[src/rtl/adc_rb_pkg.sv]
package adc_rb_pkg;
  localparam int RB_BYTE_W = 8;
  typedef logic [RB_BYTE_W-1:0] rb_byte_t;
  typedef enum logic {HALF_HI = 1'b0, HALF_LO = 1'b1} rb_half_e;
endpackage

[src/rtl/adc_rb_store.sv]
module adc_rb_store #(
  parameter int NUM_CH = 8,
  parameter int RES_W  = 10,
  localparam int CH_W  = $clog2(NUM_CH)
) (
  input  logic             clk,
  input  logic             rst_n,
  input  logic             conv_valid,
  input  logic [CH_W-1:0]  conv_ch,
  input  logic [RES_W-1:0] conv_result,
  input  logic             track_ovr,
  input  logic             flag_clr,
  input  logic             rd_fire,
  input  logic [CH_W-1:0]  rd_ch,
  output logic [RES_W-1:0] res_q [NUM_CH],
  output logic [NUM_CH-1:0] dv_vec,
  output logic [NUM_CH-1:0] ov_vec
);
  // Overrun after a write: an existing overrun persists, a new one needs the
  // fresh flag still set and tracking on; any clear that cycle cancels it.
  function automatic logic ovr_next(input logic ov_old, input logic dv_old,
                                    input logic trk, input logic wipe);
    return (ov_old | (trk & dv_old)) & ~wipe;
  endfunction

  for (genvar c = 0; c < NUM_CH; c++) begin : g_ch
    logic hit_wr;
    logic hit_rd;
    logic wipe;
    assign hit_wr = conv_valid && (conv_ch == CH_W'(c));
    assign hit_rd = rd_fire && (rd_ch == CH_W'(c));
    assign wipe   = hit_rd || flag_clr;

    always_ff @(posedge clk or negedge rst_n) begin
      if (!rst_n) begin
        res_q[c]  <= '0;
        dv_vec[c] <= 1'b0;
        ov_vec[c] <= 1'b0;
      end else if (hit_wr) begin
        res_q[c]  <= conv_result;
        dv_vec[c] <= 1'b1;
        ov_vec[c] <= ovr_next(ov_vec[c], dv_vec[c], track_ovr, wipe);
      end else if (wipe) begin
        dv_vec[c] <= 1'b0;
        ov_vec[c] <= 1'b0;
      end
    end
  end
endmodule

[src/rtl/adc_rb_ptr.sv]
module adc_rb_ptr
  import adc_rb_pkg::*;
#(
  parameter int NUM_CH = 8,
  localparam int CH_W  = $clog2(NUM_CH),
  localparam int ADDR_W = CH_W + 1
) (
  input  logic              clk,
  input  logic              rst_n,
  input  logic              rd_fire,
  input  logic              wide,
  input  logic [NUM_CH-1:0] mask,
  input  logic              ptr_load,
  input  logic [ADDR_W-1:0] ptr_load_addr,
  output logic [ADDR_W-1:0] ptr_q,
  output logic              step_in_ch,
  output logic              step_to_ch
);
  // Next enabled channel strictly above cur, wrapping; cur itself is last.
  function automatic logic [CH_W-1:0] seek_next(input logic [CH_W-1:0] cur,
                                                input logic [NUM_CH-1:0] m);
    logic [CH_W-1:0] pick;
    logic found;
    int idx;
    pick  = cur;
    found = 1'b0;
    for (int k = 1; k <= NUM_CH; k++) begin
      idx = (int'(cur) + k) % NUM_CH;
      if (!found && m[idx[CH_W-1:0]]) begin
        pick  = idx[CH_W-1:0];
        found = 1'b1;
      end
    end
    return pick;
  endfunction

  logic [CH_W-1:0]   cur_ch;
  rb_half_e          cur_half;
  logic [ADDR_W-1:0] ptr_d;

  assign cur_ch   = ptr_q[ADDR_W-1:1];
  assign cur_half = rb_half_e'(ptr_q[0]);

  assign step_in_ch = rd_fire && !ptr_load && wide && (cur_half == HALF_HI);
  assign step_to_ch = rd_fire && !ptr_load && !step_in_ch && (|mask);

  always_comb begin
    ptr_d = ptr_q;
    if (ptr_load)        ptr_d = ptr_load_addr;
    else if (step_in_ch) ptr_d = {cur_ch, HALF_LO};
    else if (step_to_ch) ptr_d = {seek_next(cur_ch, mask), wide ? HALF_HI : HALF_LO};
  end

  always_ff @(posedge clk or negedge rst_n) begin
    if (!rst_n) ptr_q <= '0;
    else        ptr_q <= ptr_d;
  end
endmodule

[src/rtl/adc_rb_rdmux.sv]
module adc_rb_rdmux
  import adc_rb_pkg::*;
#(
  parameter int NUM_CH = 8,
  parameter int RES_W  = 10,
  localparam int CH_W  = $clog2(NUM_CH),
  localparam int ADDR_W = CH_W + 1,
  localparam int HI_W  = RES_W - RB_BYTE_W,
  localparam int PAD_W = RB_BYTE_W - 2 - HI_W
) (
  input  logic [ADDR_W-1:0] ptr,
  input  logic              wide,
  input  logic [RES_W-1:0]  res_q [NUM_CH],
  input  logic [NUM_CH-1:0] dv_vec,
  input  logic [NUM_CH-1:0] ov_vec,
  output rb_byte_t          rd_data
);
  function automatic rb_byte_t pack_hi(input logic [RES_W-1:0] r,
                                       input logic dv, input logic ov);
    return {dv, ov, {PAD_W{1'b0}}, r[RES_W-1:RB_BYTE_W]};
  endfunction

  function automatic rb_byte_t pack_lo(input logic [RES_W-1:0] r);
    return r[RB_BYTE_W-1:0];
  endfunction

  logic [CH_W-1:0]  sel_ch;
  logic [RES_W-1:0] sel_res;
  rb_half_e         sel_half;

  assign sel_ch   = ptr[ADDR_W-1:1];
  assign sel_half = rb_half_e'(ptr[0]);
  assign sel_res  = res_q[sel_ch];

  always_comb begin
    if (wide && sel_half == HALF_HI)
      rd_data = pack_hi(sel_res, dv_vec[sel_ch], ov_vec[sel_ch]);
    else
      rd_data = pack_lo(sel_res);
  end
endmodule

[src/rtl/adc_result_bank.sv]
module adc_result_bank
  import adc_rb_pkg::*;
#(
  parameter int NUM_CH = 8,
  parameter int RES_W  = 10,
  localparam int CH_W  = $clog2(NUM_CH),
  localparam int ADDR_W = CH_W + 1
) (
  input  logic              clk,
  input  logic              rst_n,
  input  logic              conv_valid,
  input  logic [CH_W-1:0]   conv_ch,
  input  logic [RES_W-1:0]  conv_result,
  input  logic [NUM_CH-1:0] active_mask,
  input  logic              wide_mode,
  input  logic              track_ovr,
  input  logic              flag_clr,
  input  logic              ptr_load,
  input  logic [ADDR_W-1:0] ptr_load_addr,
  input  logic              rd_en,
  output logic [7:0]        rd_data,
  output logic [ADDR_W-1:0] rd_addr
);
  // Named internal events for the bound checker.
  logic [CH_W-1:0]   rd_ch;
  logic [RES_W-1:0]  res_q [NUM_CH];
  logic [NUM_CH-1:0] dv_vec;
  logic [NUM_CH-1:0] ov_vec;
  logic              step_in_ch;
  logic              step_to_ch;
  rb_byte_t          byte_out;

  assign rd_ch   = rd_addr[ADDR_W-1:1];
  assign rd_data = byte_out;

  adc_rb_store #(.NUM_CH(NUM_CH), .RES_W(RES_W)) u_store (
    .clk(clk), .rst_n(rst_n),
    .conv_valid(conv_valid), .conv_ch(conv_ch), .conv_result(conv_result),
    .track_ovr(track_ovr), .flag_clr(flag_clr),
    .rd_fire(rd_en), .rd_ch(rd_ch),
    .res_q(res_q), .dv_vec(dv_vec), .ov_vec(ov_vec)
  );

  adc_rb_ptr #(.NUM_CH(NUM_CH)) u_ptr (
    .clk(clk), .rst_n(rst_n),
    .rd_fire(rd_en), .wide(wide_mode), .mask(active_mask),
    .ptr_load(ptr_load), .ptr_load_addr(ptr_load_addr),
    .ptr_q(rd_addr), .step_in_ch(step_in_ch), .step_to_ch(step_to_ch)
  );

  adc_rb_rdmux #(.NUM_CH(NUM_CH), .RES_W(RES_W)) u_mux (
    .ptr(rd_addr), .wide(wide_mode), .res_q(res_q),
    .dv_vec(dv_vec), .ov_vec(ov_vec), .rd_data(byte_out)
  );
endmodule

[config.mk]
export PLATFORM = sky130hd
export DESIGN_NAME = adc_result_bank
export DESIGN_NICKNAME = d
export VERILOG_FILES = /design/src/rtl/adc_rb_pkg.sv /design/src/rtl/adc_rb_store.sv /design/src/rtl/adc_rb_ptr.sv /design/src/rtl/adc_rb_rdmux.sv /design/src/rtl/adc_result_bank.sv
export SDC_FILE = /design/constraint.sdc
export NUM_CORES = 1
export LEC_CHECK = 0
export BUFFER_PORTS_ARGS = -buffer_cell sky130_fd_sc_hd__buf_2
export CORE_MARGIN = 3
export CORE_UTILIZATION = 45
export CTS_BUF_LIST = sky130_fd_sc_hd__clkbuf_8
export DETAILED_ROUTE_END_ITERATION = 12
export PLACE_DENSITY = 0.77
export SYNTH_ARGS = -nofsm -noshare
export SYNTH_HDL_FRONTEND = slang
export SYNTH_SLANG_ARGS = --single-unit
[constraint.sdc]
create_clock -name clk -period 3.4 [get_ports clk]
set_input_delay 0.17 -clock clk [delete_from_list [all_inputs] [get_ports clk]]
set_output_delay 0.17 -clock clk [all_outputs]
set_load 0.01 [all_outputs]
==> Yosys cells after proc, flatten, opt, wreduce, memory -nomap -nowiden <==
Cells that the tools add are included.
{ "classes": {"muxes": 88, "order_cmp": 10, "bitwise": 34, "eq_ne": 15, "addsub": 8, "reduce_logical": 61} }
{ "ops": {"columns": ["cell", "count"], "rows": [
  ["1-bit two-way mux", 63],
  ["3-bit by 4-bit less-than comparator with 1-bit output, second input constant", 9],
  ["1-bit binary-select mux with 3-bit select", 10],
  ["10-bit binary-select mux with 3-bit select", 1],
  ["1-bit logical AND", 29],
  ["3-bit == test, second input constant", 8],
  ["3-bit two-way mux", 8],
  ["10-bit two-way mux", 2],
  ["2-bit nonzero test", 9],
  ["1-bit bitwise AND", 16],
  ["3-bit adder, second input constant", 4],
  ["3-bit by 2-bit == test with 1-bit output, second input constant", 4],
  ["4-bit two-way mux", 3],
  ["1-bit zero test", 9],
  ["1-bit NOT", 9],
  ["9-bit nonzero test", 1],
  ["1-bit logical OR", 8],
  ["8-bit two-way mux", 1],
  ["1-bit OR", 8],
  ["8-bit OR reduction", 1],
  ["3-bit by 1-bit adder with 3-bit output, second input constant", 2],
  ["3-bit by 2-bit adder with 3-bit output, second input constant", 2],
  ["3-bit by 1-bit == test with 1-bit output, second input constant", 2],
  ["3-bit zero test", 2],
  ["5 further kinds", 5]
]} }
{ "word_totals": {"register_bits": 100, "in_bits": 33} }

==> Depth between registers and ports, before layout <==
Gate-level depths: netlist of run 1.
{ "depth": {"depth_word": 52, "ltp_mapped": 12, "depth_no_buf": 9} }

==> By module <==
A second synthesis of run 1 with hierarchy kept.
{ "hier_totals": {"cells_unflattened": 396, "hier_area_um2": 5746.8} }
{ "modules_own_cells": {"columns": ["module", "n_inst", "cells_per_inst", "area_per_inst_um2"], "rows": [
  ["adc_rb_store", 1, 235, 3748.6],
  ["adc_rb_ptr", 1, 107, 1121.1],
  ["adc_rb_rdmux", 1, 54, 877.1]
]} }

==> Worst setup path after synthesis of run 1 <==
Ideal clock, no wire load.
{ "synth_path": {"kind": "register -> register", "startpoint": "register u_ptr.ptr_q[3]", "endpoint": "register u_ptr.ptr_q[2]", "t_arrival_ps": 3559, "setup_ps": 129, "slack_ps": -288, "synth_period_minus_slack_ps": 3688, "stages_incl_launch_ff": 12, "path_cell_list": "dfrtp_1 > buf_1 > clkbuf_1 > buf_1 > inv_1 > ha_1 > mux2_4 > or4_4 > a31o_1 > a22o_1 > a2111oi_2 > nor2_1"} }
{ "synth_between": {"elab_chain_len": 49} }
{ "synth_rtl": {"columns": ["element", "line", "source"], "rows": [
  ["start, declared", "adc_rb_ptr.sv:15", "output logic [ADDR_W-1:0] ptr_q,"],
  ["start signal, assigned", "adc_rb_ptr.sv:56", "else ptr_q <= ptr_d;"],
  ["3-bit by 1-bit adder with 3-bit output", "adc_rb_ptr.sv:28", "idx = (int'(cur) + k) % NUM_CH;"],
  ["1-bit binary-select mux with 3-bit select", "adc_rb_ptr.sv:29", "if (!found && m[idx[CH_W-1:0]]) begin"],
  ["1-bit two-way mux (implied by the code)", "adc_rb_ptr.sv:29", null],
  ["1-bit two-way mux", "adc_rb_ptr.sv:29", null],
  ["1-bit two-way mux", "adc_rb_ptr.sv:51", "else if (step_to_ch) ptr_d = {seek_next(cur_ch, mask), wide ? HALF_HI : HALF_LO};"],
  ["1-bit two-way mux", "adc_rb_ptr.sv:50", "else if (step_in_ch) ptr_d = {cur_ch, HALF_LO};"],
  ["1-bit two-way mux", "adc_rb_ptr.sv:49", "if (ptr_load) ptr_d = ptr_load_addr;"],
  ["1-bit zero test", "adc_rb_ptr.sv:29", null],
  ["[33 not listed]", null, null],
  ["1-bit two-way mux", "adc_rb_ptr.sv:50", null],
  ["1-bit two-way mux", "adc_rb_ptr.sv:49", null],
  ["1-bit zero test", "adc_rb_ptr.sv:29", null],
  ["1-bit logical AND", "adc_rb_ptr.sv:29", null],
  ["3-bit two-way mux", "adc_rb_ptr.sv:29", null],
  ["4-bit two-way mux", "adc_rb_ptr.sv:51", null],
  ["4-bit two-way mux", "adc_rb_ptr.sv:50", null],
  ["4-bit two-way mux", "adc_rb_ptr.sv:49", null]
]} }
Parallel ways exist; a longest one is shown, timed or not. The select of a mux whose other input is x is not followed.
A chain may end at the register's enable or synchronous reset.

==> Worst setup path after layout of run 1 <==
{ "layout_path": {"startpoint": "register u_ptr.ptr_q[2]", "endpoint": "register u_ptr.ptr_q[2]"} }
The elaborated chain is that of the path after synthesis.

==> results of run 1 <==
## cells by family (layout without fill, tap and decap cells)
kind of cell | Yosys count | in the layout | synth area share (%)
flip-flops | 100 | 100 | 45.55
multiplexers | 130 | 130 | 35.14
AND/OR/NAND/NOR | 80 | 80 | 7.197
XOR/XNOR | 3 | 3 | 0.4783
AO/OA/AOI/OAI | 58 | 58 | 7.447
adder cells (fa/ha/maj) | 8 | 8 | 1.822
buffers and inverters | 31 | 87 | 2.369
## cell type report
type,count,area (um2)
Clock inverter,6,25.02
Sequential cell,100,2504
Timing Repair Buffer,64,375.4
Multi-Input combinational cell,279,2872
Fill cell,958,5544
Tap cell,143,178.9
Inverter,7,26.28
Clock buffer,10,137.6
## power breakdown
part | internal, mW | switching, mW
clock network | 0.274 | 0.381
registers | 1.43 | 0.118
logic | 1.36 | 1.36
total | 3.06 | 1.86
## through the flow
step / hold WS, ps / setup slack [ps]
floorplan: -125.6 / 18.67
global placement: 331.7 / 404.3
detailed placement: 345.2 / 342.3
CTS: 44.12 / 323.6
global route: 65.64 / 144.8
finish: 49.59 / 321.5
## placed cells by master (no fill, tap or decap), drive strengths merged, types with 3 or more instances in the layout
master    n
a21o      5
a21oi    16
a31oi     7
buf      63
clkbuf   10
dfrtp   100
ha        8
inv      11
mux2     84
mux2i     5
mux4     41
nand2    28
nand2b    5
nor2     14
nor2b     6
nor3      9
nor4      3
o21a      4
o21ai     4
o31ai     4
## registers in the layout, indices dropped and copies added (netlist names)
signal and count:
u_store.dv_vec 8, u_store.ov_vec 8, u_ptr.ptr_q 4, u_store.res_q 80
## routing by layer
metal	part of all wire (%)	global-route usage, %	up-vias
met2	50	33.60	109
met5	0	0	-
met1	43	26.72	1967
met4	2.9	7.889	0
li1	-	-	1666
met3	4.3	2.228	29
## cell usage after synthesis (4+ instances only)
master	instances	area, um2
mux2i_1	5	50.05
buf_1	11	41.29
clkbuf_1	9	33.78
nor2b_1	6	37.54
inv_1	7	26.28
nor3_1	9	45.04
nand2b_1	5	31.28
dfrtp_1	100	2502
o21ai_0	4	20.02
o31ai_1	4	30.03
a21o_1	5	37.54
o21a_1	4	30.03
nand2_1	28	105.1
mux4_2	39	878.3
a31oi_1	7	43.79
ha_1	8	100.1
mux2_2	82	923.4
a21oi_1	16	80.08
nor2_1	14	52.55
## worst paths after layout
| path | endpoint | slack (ps) |
|---|---|---|
| max in group asynchronous | u_store.dv_vec[4] | 2150 |
| worst max register to register | u_ptr.ptr_q[2] | 320 |
| worst max-delay path | u_ptr.ptr_q[2] | 320 |
| worst min-delay path | u_ptr.ptr_q[3] | 50 |
| min in group asynchronous | u_store.res_q[48] | 460 |
| worst min register to register | u_store.ov_vec[6] | 500 |
## worst max-delay path, stage by stage, from the launching register on
cell,delay (ps)
dfrtp_2,380
inv_1,50
ha_1,470
mux4_2,400
mux2_4,280
or4_4,560
a311oi_2,270
o21bai_1,110
a2111oi_2,350
nor2_1,90
==> results by group, run 1 <==
Status
  – Status: finished clean

Placed design
  – DP Area: 5946 um2
  – Port bufs: 44
  – Placed instance count: 592
  – Hpwl dp: 8690 um
  – Routability congestion estimate from global placement: 0.8479

Synthesis
  – Syn avg cell area: 13.40 um2
  – Cell area after synthesis: 5494 um2
  – Number of enable flip-flop cells after synthesis: 0
  – Main flop type after synthesis: dfrtp_1
  – Distinct cell type count after synthesis: 55
  – Ys Warns: 0
  – Sequential fraction of the synthesis area: 45.55%
  – Mapped Nets: 451
  – Cell count after synthesis: 410
  – #FFs+latches synth: 100
  – Ys async rst share: 100.0%

Critical path
  – Data arrival time of the worst path: 3320 ps
  – Req. time, crit path: 3640 ps
  – Worst Reg-to-Reg Cells: 9
  – Crit path launch type: flip-flop
  – Worst setup startpoint: u_ptr.ptr_q[2]
  – Setup crit end kind: flip-flop
  – RR Startpoint: u_ptr.ptr_q[2]
  – Type of the worst setup path: reg -> reg
  – Max FO, Critical Path: 7

STA
  – RSZ-0062 raised after global routing: no
  – FMAX: 0.3248 GHz
  – Period minus WS final: 3079 ps
  – Tcrit/Tclk final: 90.54%
  – Hold Fails Final Rpt: 0
  – Clock Skew: 4.617 ps
  – Setup TNS: 0 ps
  – Final setup fails: 0
  – Max Slew Vio Count: 0
  – Worst-margin pin slew: 888.2 ps
  – Slew margin rel.: 40.61%

Floorplanning
  – Die width: 116.5 um
  – Die area: 13570 um2
  – I/O pin count: 45
  – Core footprint: 11660 um2
  – Initial core utilization: 47.11%
  – Rows: 39
  – Die Y: 116.5 um

Clock tree
  – Clock Pin Slew Worst Setup and Hold Paths: 90 ps
  – Clk sinks: 100
  – Clk Latency, worst-skew pair: 360 ps
  – H-tree levels: 3
  – Postcts setup bufs: 0
  – TritonCTS clock tree: done
  – CTS buffer count: 9
  – CTS Root Cell: clkbuf_8
  – Cts repair resizes: 0
  – CTS Hold Buffers Added: 1
  – Max clock buf depth: 2

Finish
  – Final Cell Area: 6118 um2
  – Core Util, Final: 52.46%
  – Nets@finish: 502
  – Finished Layout Cells: 609
  – P&R area growth vs syn: 11.36%
  – # diodes: 0
  – Fraction of layout cells with a size suffix above 1: 43.99%

Run
  – Maxcap violations: 0

Routing
  – DRC viols: 0
  – Routed wire length: 12690 um
  – Initial DRC Count: 295
  – DR WL/cell: 20.83 um
  – Mean number of vias per cell: 6.192
  – Via Count: 3771
  – DRT antenna net count: 0
  – Drt pass-1 iters: 4

Power and ir drop
  – Leakage Power: 2.653 nW
  – IR drop worst, VDD: 0.3321 mV
  – Tot Pwr: 4.924 mW
  – PwrDens: 804.8 nW/um2

Global route
  – First-pass GRT wire length: 20600 um
  – Vias in the first global route: 3809
  – Total gr overflow: 0
  – Initial antenna violation count: 0
  – Largest net degree at the start of global routing: 72
  – Gr usage total: 19.98%

Worst hold path
  – Worst min-delay path startpoint: ptr_load_addr[3]
  – Hold Crit Depth: 3
  – HP Class: in -> reg
Note: power is estimated with default switching activity, not from simulation.
==> inputs of run 2 (changes only) <==
--- a/config.mk
+++ b/config.mk
@@ -11,6 +11,7 @@
 export CTS_BUF_LIST = sky130_fd_sc_hd__clkbuf_8
 export DETAILED_ROUTE_END_ITERATION = 12
 export PLACE_DENSITY = 0.77
+export SETUP_SLACK_MARGIN = 0.5
 export SYNTH_ARGS = -nofsm -noshare
 export SYNTH_HDL_FRONTEND = slang
 export SYNTH_SLANG_ARGS = --single-unit
==> run 2 against run 1 <==
Against the previous run: power is 4.4% higher; cell count up 0.16%; worst hold slack improved by 30 ps; critical path depth stayed put; design area increased by 1.7%; wire length is 1.5% higher; clock skew is 3.6 ps higher; die area is the same; sequential share of layout area is 0.65 points lower; setup slack improved by 200 ps; critical endpoint unchanged; largest power group unchanged.
==> results by group, run 2 (synthesis gave the netlist of run 1 again) <==
Finish
  – Regs by FF count: u_store.res_q (80), u_store.dv_vec (8), u_store.ov_vec (8)
  – # fillers: 960 (+0.21%)
  – # diodes: 0 (unchanged)
  – Commonest non-fill, non-tap cells in the layout: dfrtp_1, mux2_2, buf_2, mux4_2, nand2_1
  – P&R area growth vs syn: 13.21%
  – Nets@finish: 503 (+0.20%)
  – Fraction of layout cells with a size suffix above 1: 46.68% (+2.7 points)
  – Flip-flop count of the largest register after layout: 80 (unchanged)
  – Most common cell after layout, fill and taps aside: dfrtp_1
  – Finished Layout Cells: 610 (+0.16%)
  – Biggest register: u_store.res_q
  – Final Cell Area: 6220 um2 (+1.7%)

Clock tree
  – H-tree levels: 3 (unchanged)
  – Clk sinks: 100 (unchanged)
  – Max clock buf depth: 2 (unchanged)
  – CTS Root Cell: clkbuf_8
  – CTS buffer count: 9 (unchanged)
  – TritonCTS clock tree: done
  – Clk Latency, worst-skew pair: 350 ps (about the same)
  – Clock Pin Slew Worst Setup and Hold Paths: 90 ps (about the same)

STA
  – FMAX: 0.3471 GHz (+6.9%)
  – Worst setup margin: 519.0 ps (+197.5 ps)
  – Max Slew Vio Count: 0 (unchanged)
  – Clock Skew: 8.193 ps (+3.575 ps)
  – RSZ-0062 raised after global routing: yes
  – Final setup fails: 0 (unchanged)
  – Period minus WS final: 2881 ps (-197.5 ps)
  – Setup TNS: 0 ps (unchanged)
  – Hold Fails Final Rpt: 0 (unchanged)
  – Tcrit/Tclk final: 84.74% (-5.8 points)
  – Worst-margin pin slew: 1181 ps (+293.3 ps)
  – Slew margin rel.: 20.81% (-20 points)

Global route
  – Vias in the first global route: 3974 (+4.3%)
  – Gr usage total: 19.99% (about the same)
  – First-pass GRT wire length: 20910 um (+1.5%)
  – Largest net degree at the start of global routing: 54 (-25%)
  – Total gr overflow: 0 (unchanged)
  – Initial antenna violation count: 0 (unchanged)

Critical path
  – Worst setup startpoint: u_ptr.ptr_q[2]
  – Data arrival time of the worst path: 3110 ps (-210 ps)
  – Req. time, crit path: 3630 ps (about the same)
  – Max FO, Critical Path: 8 (+1)
  – Type of the worst setup path: reg -> reg
  – Setup crit end kind: flip-flop
  – Crit path launch type: flip-flop
  – RR Startpoint: u_ptr.ptr_q[2]

Routing
  – Drt pass-1 iters: 4 (unchanged)
  – DRT antenna net count: 0 (unchanged)
  – Initial DRC Count: 267 (-9.5%)
  – Via Count: 3809 (+1.0%)
  – Routed wire length: 12880 um (+1.5%)
  – Mean number of vias per cell: 6.244 (+0.84%)
  – DR WL/cell: 21.11 um (+1.3%)
  – DRC viols: 0 (unchanged)

Floorplanning
  – I/O pin count: 45 (unchanged)
  – Die area: 13570 um2 (unchanged)
  – Core footprint: 11660 um2 (unchanged)
  – Die width: 116.5 um (unchanged)
  – Die Y: 116.5 um (unchanged)
  – Initial core utilization: 47.11% (unchanged)
  – Rows: 39 (unchanged)

Placed design
  – Worst setup slack after placement: 397.3 ps (+55.06 ps)
  – Hpwl dp: 8894 um (+2.3%)
  – Port bufs: 44 (unchanged)
  – Routability congestion estimate from global placement: 0.8178 (-3.5%)
  – DP Area: 5961 um2 (+0.25%)
  – Placed instance count: 589 (-0.51%)

Power and ir drop
  – PwrDens: 826.2 nW/um2 (+2.7%)
  – IR drop worst, VDD: 0.3743 mV (+13%)
  – Leakage Power: 2.647 nW (-0.22%)

Worst hold path
  – HP Class: in -> reg
  – Worst min-delay path startpoint: ptr_load_addr[0]

Status
  – Status: finished clean

Run
  – Maxcap violations: 0 (unchanged)
==> run 2: where the power goes <==
| group | total, mW | internal, mW | leakage [nW] | switching (mW) |
|---|---|---|---|---|
| clock | 0.674 | 0.270 | 0.0850 | 0.405 |
| combinational | 2.91 | 1.47 | 1.34 | 1.44 |
| sequential | 1.56 | 1.43 | 1.22 | 0.130 |
| total | 5.14 | 3.16 | 2.65 | 1.97 |
==> run 2: area by class of cell <==
cell class                      count  area, um2  share of cell area (%)
Clock buffer                        9      123.9                   1.992
Clock inverter                      7      51.30                  0.8248
Inverter                            7      31.28                  0.5029
Multi-Input combinational cell    279       2939                   47.25
Sequential cell                   100       2505                   40.27
Tap cell                          143      178.9                   2.877
Timing Repair Buffer               65      390.4                   6.276
==> run 2: final timing paths <==
kind | to | slack (ps) | depth (start not counted)
setup reg to reg | u_ptr.ptr_q[2] | 520 | 9
hold reg to reg | u_store.ov_vec[3] | 510 | 1
min in group asynchronous | u_store.res_q[28] | 380 | 2
setup / recovery | u_ptr.ptr_q[2] | 520 | 9
hold / removal | u_ptr.ptr_q[0] | 80 | 3
max in group asynchronous | u_store.dv_vec[4] | 2170 | 3
==> run 2: what timing repair did <==
item | CTS | global route
gates resized for setup | 6 | 1
hold endpoints to repair | 51 | 0
pin swaps | 1 | 0
buffers inserted | 4 | 0
hold buffers | 1 | 0
setup endpoints to repair | 2 | 3
==> run 2: per-stage QoR <==
step	utilization (%)	power [mW]	hold slack [ps]
3_5_place_dp	51.11	4.335	242.1
4_1_cts	53.29	5.142	78.18
6_report	53.33	5.139	79.50
2_1_floorplan	-	3.661	-125.6
5_1_grt	53.33	5.480	110.8
3_3_place_gp	51.11	4.310	232.0
==> run 2: worst max-delay path: stages (launching register included) <==
cell and delay (ps):
dfrtp_2 450, inv_6 70, ha_4 320, mux4_2 320, mux2_4 280, or4_4 530
a311oi_2 220, o21bai_1 120, a2111oi_2 380, nor2_1 80
==> run 2: routing by layer <==
metal / track usage (%) / vias up / share of wire [%]
met5: 0 / - / 0
met4: 5.878 / 0 / 2.4
met3: 3.834 / 29 / 4.0
met2: 33.52 / 110 / 51
met1: 26.68 / 2003 / 42
li1: - / 1667 / -
